[src/rtl/kwdt_pkg.sv]
package kwdt_pkg;
  localparam int AW = 3;
  localparam logic [AW-1:0] A_CTRL  = 3'd0;
  localparam logic [AW-1:0] A_LOAD  = 3'd1;
  localparam logic [AW-1:0] A_TRIG  = 3'd2;
  localparam logic [AW-1:0] A_KEY   = 3'd3;
  localparam logic [AW-1:0] A_STAT  = 3'd4;
  localparam logic [AW-1:0] A_COUNT = 3'd5;
  localparam int NSLOT = 4;
  localparam logic [15:0] KEY_STOP1  = 16'hAAAA;
  localparam logic [15:0] KEY_STOP2  = 16'h5555;
  localparam logic [15:0] KEY_START1 = 16'hBBBB;
  localparam logic [15:0] KEY_START2 = 16'h4444;
  typedef enum logic [1:0] {K_IDLE, K_ARM_STOP, K_ARM_START} key_st_t;
endpackage

[src/rtl/kwdt_post.sv]
// One posted-write slot: holds a word until the second tick after the write.
module kwdt_post #(
  parameter int DW = 32
) (
  input  logic          clk,
  input  logic          rst,
  input  logic          tick_i,
  input  logic          wr_i,
  input  logic [DW-1:0] wdata_i,
  output logic          pend_o,
  output logic          commit_o,
  output logic [DW-1:0] hold_o
);
  logic seen_q;

  always_ff @(posedge clk) begin
    if (rst) begin
      pend_o <= 1'b0;
      seen_q <= 1'b0;
      hold_o <= '0;
    end else if (wr_i) begin
      pend_o <= 1'b1;
      seen_q <= 1'b0;
      hold_o <= wdata_i;
    end else if (pend_o && tick_i) begin
      if (seen_q) pend_o <= 1'b0;
      else        seen_q <= 1'b1;
    end
  end

  assign commit_o = pend_o & tick_i & seen_q & ~wr_i;
endmodule

[src/rtl/kwdt_keyseq.sv]
// Two-word key tracker for start, stop and broken sequences.
module kwdt_keyseq #(
  parameter int DW = 32
) (
  input  logic          clk,
  input  logic          rst,
  input  logic          commit_i,
  input  logic [DW-1:0] key_i,
  output logic          running_o,
  output logic          start_o
);
  import kwdt_pkg::*;
  key_st_t st_q;
  logic    stop_ev;

  assign start_o = commit_i && (st_q == K_ARM_START) && (key_i == DW'(KEY_START2));
  assign stop_ev = commit_i && (st_q == K_ARM_STOP)  && (key_i == DW'(KEY_STOP2));

  always_ff @(posedge clk) begin
    if (rst) begin
      st_q      <= K_IDLE;
      running_o <= 1'b0;
    end else if (commit_i) begin
      if (start_o) begin
        running_o <= 1'b1;
        st_q      <= K_IDLE;
      end else if (stop_ev) begin
        running_o <= 1'b0;
        st_q      <= K_IDLE;
      end else if (key_i == DW'(KEY_STOP1)) begin
        st_q <= K_ARM_STOP;
      end else if (key_i == DW'(KEY_START1)) begin
        st_q <= K_ARM_START;
      end else begin
        st_q <= K_IDLE;
      end
    end
  end
endmodule

[src/rtl/kwdt_count.sv]
// Prescaler and up-counter with wrap-reload and reset request.
module kwdt_count #(
  parameter int CW  = 32,
  parameter int PSW = 3
) (
  input  logic           clk,
  input  logic           rst,
  input  logic           tick_i,
  input  logic           run_i,
  input  logic           pre_en_i,
  input  logic [PSW-1:0] ps_i,
  input  logic           load_i,
  input  logic [CW-1:0]  load_val_i,
  output logic [CW-1:0]  count_o,
  output logic           ovf_o
);
  localparam int PCW = (1 << PSW) - 1;
  logic [PCW-1:0] psc_q;
  logic [PCW-1:0] term;

  assign term = pre_en_i ? ((PCW'(1) << ps_i) - PCW'(1)) : '0;

  always_ff @(posedge clk) begin
    if (rst) begin
      psc_q   <= '0;
      count_o <= '0;
      ovf_o   <= 1'b0;
    end else begin
      ovf_o <= 1'b0;
      if (load_i) begin
        count_o <= load_val_i;
        psc_q   <= '0;
      end else if (run_i && tick_i) begin
        if (psc_q == term) begin
          psc_q <= '0;
          if (&count_o) begin
            count_o <= load_val_i;
            ovf_o   <= 1'b1;
          end else begin
            count_o <= count_o + CW'(1);
          end
        end else begin
          psc_q <= psc_q + PCW'(1);
        end
      end
    end
  end
endmodule

[src/rtl/kwdt_top.sv]
module kwdt_top #(
  parameter int DW     = 32,
  parameter int PSW    = 3,
  parameter int PS_OFF = 2
) (
  input  logic                   clk,
  input  logic                   rst,
  input  logic                   tick_i,
  input  logic                   wr_en_i,
  input  logic [kwdt_pkg::AW-1:0] addr_i,
  input  logic [DW-1:0]          wdata_i,
  output logic [DW-1:0]          rdata_o,
  output logic                   rst_req_o
);
  import kwdt_pkg::*;
  localparam int CTW = PS_OFF + PSW;

  logic [NSLOT-1:0] pend, commit;
  logic [DW-1:0]    hold [NSLOT];
  logic [CTW-1:0]   ctrl_q;
  logic [DW-1:0]    load_q, trig_q, count;
  logic             running, start_ev, trig_ev;

  // One posted slot per writable register; slot index equals address and status bit.
  for (genvar i = 0; i < NSLOT; i++) begin : g_slot
    kwdt_post #(.DW(DW)) u_post (
      .clk(clk), .rst(rst), .tick_i(tick_i),
      .wr_i(wr_en_i && (addr_i == AW'(i))),
      .wdata_i(wdata_i),
      .pend_o(pend[i]), .commit_o(commit[i]), .hold_o(hold[i])
    );
  end

  kwdt_keyseq #(.DW(DW)) u_key (
    .clk(clk), .rst(rst),
    .commit_i(commit[A_KEY]), .key_i(hold[A_KEY]),
    .running_o(running), .start_o(start_ev)
  );

  // reload only on a changed trigger value.
  assign trig_ev = commit[A_TRIG] && (hold[A_TRIG] != trig_q);

  // configuration is dropped while running.
  always_ff @(posedge clk) begin
    if (rst) begin
      ctrl_q <= '0;
      load_q <= '0;
      trig_q <= '0;
    end else begin
      if (commit[A_CTRL] && !running) ctrl_q <= hold[A_CTRL][CTW-1:0];
      if (commit[A_LOAD] && !running) load_q <= hold[A_LOAD];
      if (commit[A_TRIG])             trig_q <= hold[A_TRIG];
    end
  end

  kwdt_count #(.CW(DW), .PSW(PSW)) u_cnt (
    .clk(clk), .rst(rst), .tick_i(tick_i), .run_i(running),
    .pre_en_i(ctrl_q[0]), .ps_i(ctrl_q[PS_OFF +: PSW]),
    .load_i(start_ev || trig_ev), .load_val_i(load_q),
    .count_o(count), .ovf_o(rst_req_o)
  );

  // registered read mux.
  always_ff @(posedge clk) begin
    if (rst) rdata_o <= '0;
    else begin
      case (addr_i)
        A_CTRL:  rdata_o <= DW'(ctrl_q);
        A_LOAD:  rdata_o <= load_q;
        A_TRIG:  rdata_o <= trig_q;
        A_STAT:  rdata_o <= DW'(pend);
        A_COUNT: rdata_o <= count;
        default: rdata_o <= '0;
      endcase
    end
  end
endmodule

[config.mk]
export PLATFORM = sky130hd
export DESIGN_NAME = kwdt_top
export DESIGN_NICKNAME = d
export VERILOG_FILES = /design/src/rtl/kwdt_pkg.sv /design/src/rtl/kwdt_post.sv /design/src/rtl/kwdt_keyseq.sv /design/src/rtl/kwdt_count.sv /design/src/rtl/kwdt_top.sv
export SDC_FILE = /design/constraint.sdc
export NUM_CORES = 1
export LEC_CHECK = 0
export BUFFER_PORTS_ARGS = -buffer_cell sky130_fd_sc_hd__buf_2
export CAP_MARGIN = 20
export CORE_MARGIN = 2
export CORE_UTILIZATION = 55
export CTS_BUF_LIST = sky130_fd_sc_hd__clkbuf_8 sky130_fd_sc_hd__clkbuf_16
export DETAILED_ROUTE_END_ITERATION = 8
export PLACE_DENSITY = 0.76
export SETUP_SLACK_MARGIN = 0.2
export SYNTH_ARGS = -nofsm -noshare
export SYNTH_HDL_FRONTEND = slang
export SYNTH_HIERARCHICAL = 1
export SYNTH_SLANG_ARGS = --single-unit
[constraint.sdc]
create_clock -name clk -period 2.75 [get_ports clk]
set_input_delay 0.275 -clock clk [delete_from_list [all_inputs] [get_ports clk]]
set_output_delay 0.275 -clock clk [all_outputs]
set_load 0.005 [all_outputs]
==> summary.md <==
| Metric | Value |
|---|---|
| PwrDens | 597 mW/mm² |
| CTS Sinks | 253 |
| H-tree Lvls | 1 |
| Static Leak | 4.79 nW |
| Diodes inserted | 0 |
| Fin crit share | 89.5% |
| Worst path max stage delay | 0.52 ns |
| Bufs and invs on worst path | 1 |
| Hpwl dp | 22.0 mm |
| CTS root buf | clkbuf_16 |
| Skew final | 0.0181 ns |
| DRC viols | 0 |
| Syn Std Cell Area | 0.0117 mm² |
| Detailed Route Iter0 Violations | 904 |
| CP top delay family | simple AND/OR/NAND/NOR gates |
| Worst-path clk slew | 0.06 ns |
| Avg Cell Area, Syn | 9.35 µm² |
| Vias in the first global route | 9,013 |
| GP Congestion | 0.899 |
| Max Fclk | 406 MHz |
| Syn nets | 1,294 |
| Placement Cell Area | 0.0121 mm² |
| Final Util | 62.7% |
| Max-slew violation count | 0 |
| Via count | 9,644 |
| Port bufs | 71 |
| Worst min-delay path class | input pin to flip-flop |
| R2R Path Start | trig_q[12]$_SDFFE_PP0P_ |
| CTS tree | built |
| Setup ws final | 0.290 ns |
| WHS Endpoint | g_slot[1].u_post/hold_o[5]$_SDFFE_PP0P_ |
| Peak supply drop | 0.000536 V |
| Hold depth | 3 |
| RSZ-0062 raised after global routing | yes |
| CP Max Fanout | 12 |
| Clock network latency to the later pin of the worst-skew pair | 0.53 ns |
| Final ANT Viol Nets | 0 |
| Dpl ws | -0.0869 ns |
| Worst hold start | wdata_i[5] |
| Crit path DAT | 2.91 ns |
| Critical path class | flip-flop to flip-flop |
| YS warnings | 6 |
| Comb power frac | 4.3% |
| CORE AREA | 0.0210 mm² |
| Psw | 1.72 mW |
| Layout Cells excl Fill | 1,614 |
| Initial Util | 55.9% |
| Minimum clock period | 2.46 ns |
| Layout cell share with drive strength beyond 1 | 19.5% |
| First-pass GRT wire length | 49.8 mm |
| Design area | 0.0131 mm² |
| Worst EP required | 3.20 ns |
| Post-DR vias/cell | 5.98 |
| Num rows | 53 |
| Critical path cell sequence | xor2_1, nor4_1, nand4_1, o21ai_2, nand2b_4, buf_4, or4_1, a31oi_1 |
| Clock power share | 48.2% |
| Slew HR | 47.9% |
| Internal power | 6.13 mW |
| DR pass1 iterations | 5 |
| CP Capture Type | flip-flop |
| Largest net degree at the start of global routing | 96 |
| Max-Cap Viols | 0 |
| Critical path depth | 8 |
| Setup violators final | 0 |
| Io pins | 72 |
| Register share of total power | 47.5% |
| Worst Tran Pin Value | 0.780 ns |
| Syn-to-layout area delta | 12.2% |
| Clock Tree Buf Depth | 3 |
| Final #Nets | 1,361 |
| Placed instance count | 1,563 |
| GRT overflow | 0 |
| CP Launch Type | flip-flop |
| CP max-delay cell | or4_1 |
| Initial antenna violation count | 0 |
| Tot GR Track Use | 27.8% |
| Sw Share | 21.9% |
| Total Routed Length | 31.3 mm |
| DIE AREA | 0.0225 mm² |
| R2R Setup Slk | 0.29 ns |
| Met2 usage in global routing | 44.9% |
| Reg-to-Reg End | u_cnt/count_o[4]$_SDFFE_PP0P_ |
| FF-to-FF path depth | 8 |
| CTS buffer count | 26 |
| Routed WL per cell | 19.4 µm |
| Cts hold-fix bufs | 0 |
| Status | complete, no violations |
| Synthesized instance count | 1,253 |
| Fin. Hold Viols | 0 |
| Final hold slack | 0.0280 ns |
| Chip height | 150 µm |
| Grt met1 use | 39.3% |
| Met3 usage | 3.57% |
| Die width | 150 µm |
| Grt peak-use layer | met2 |
[power by group through the flow]
| stage | logic, mW | registers (mW) | clock network [mW] |
|---|---|---|---|
| after floorplan | 0.254 | 3.80 | 0 |
| after global placement | 0.326 | 3.81 | 0 |
| after detailed placement | 0.330 | 3.81 | 0 |
| after CTS | 0.334 | 3.73 | 3.83 |
| after global routing | 0.366 | 3.73 | 3.97 |
| final | 0.340 | 3.73 | 3.78 |
[layout by cell type (no fill, tap or decap), drive strengths merged, types with 15 or more instances in the layout]
| cell | count |
|---|---|
| a21oi | 88 |
| a22oi | 31 |
| buf | 133 |
| clkbuf | 33 |
| dfxtp | 253 |
| inv | 19 |
| mux2i | 140 |
| nand2 | 105 |
| nand3 | 28 |
| nand4 | 17 |
| nor2 | 218 |
| nor3 | 29 |
| nor4 | 16 |
| o211ai | 19 |
| o21ai | 15 |
| xor2 | 36 |
[metal layers]
layer,vias to the layer above,share of wire (%)
li1,4565,-
met1,4620,45
met2,409,46
met3,50,7.1
met4,0,2.1
met5,-,0
[per-stage QoR]
stage               TNS [ns]  power [mW]
detailed placement    -0.645        4.14
global placement     -0.0917        4.13
global route               0        8.06
CTS                        0        7.89
finish                     0        7.85
floorplan                  0        4.05
[worst max path at each step]
stage	from	end	slack (ns)
after global routing	trig_q[18]$_SDFFE_PP0P_	u_cnt/count_o[24]$_SDFFE_PP0P_	0.18
after global placement	wr_en_i	u_cnt/psc_q[6]$_SDFFE_PP0P_	-0.02
final	trig_q[12]$_SDFFE_PP0P_	u_cnt/count_o[4]$_SDFFE_PP0P_	0.29
after detailed placement	wr_en_i	u_cnt/count_o[16]$_SDFFE_PP0P_	-0.09
after floorplan	addr_i[2]	u_cnt/count_o[29]$_SDFFE_PP0P_	0.22
after CTS	trig_q[17]$_SDFFE_PP0P_	u_cnt/count_o[15]$_SDFFE_PP0P_	0.21
[sequential cells by signal, indices dropped and copies added (netlist names)]
register	cells
u_key/running_o	1
load_q	32
ctrl_q	5
g_slot.u_post/seen_q	4
trig_q	32
rdata_o	32
g_slot.u_post/pend_o	4
u_key/st_q	2
g_slot.u_post/hold_o	101
u_cnt/count_o	32
u_cnt/ovf_o	1
u_cnt/psc_q	7
[area by class of cell]
type,instances,area [µm²]
clock inverter,14,174
inverter,16,60.1
multi-input combinational,890,5900
clock buffer,33,758
tap,275,344
sequential,253,5060
timing repair buffer,133,847
fill,1789,7810
[worst register-to-register path: cells and delay by family, from the launching register on]
family	cells	cell delay, ns
compound gates	2	0.38
xor+xnor	1	0.21
buf+inv	1	0.20
flops	1	0.35
simple gates	4	1.24
[what timing repair did]
action | CTS | global route
resized for setup | 3 | 10
buffers inserted | 1 | 3
pin swaps | 1 | 0
setup endpoints to repair | 29 | 37
(Power assumes the default switching activity.)
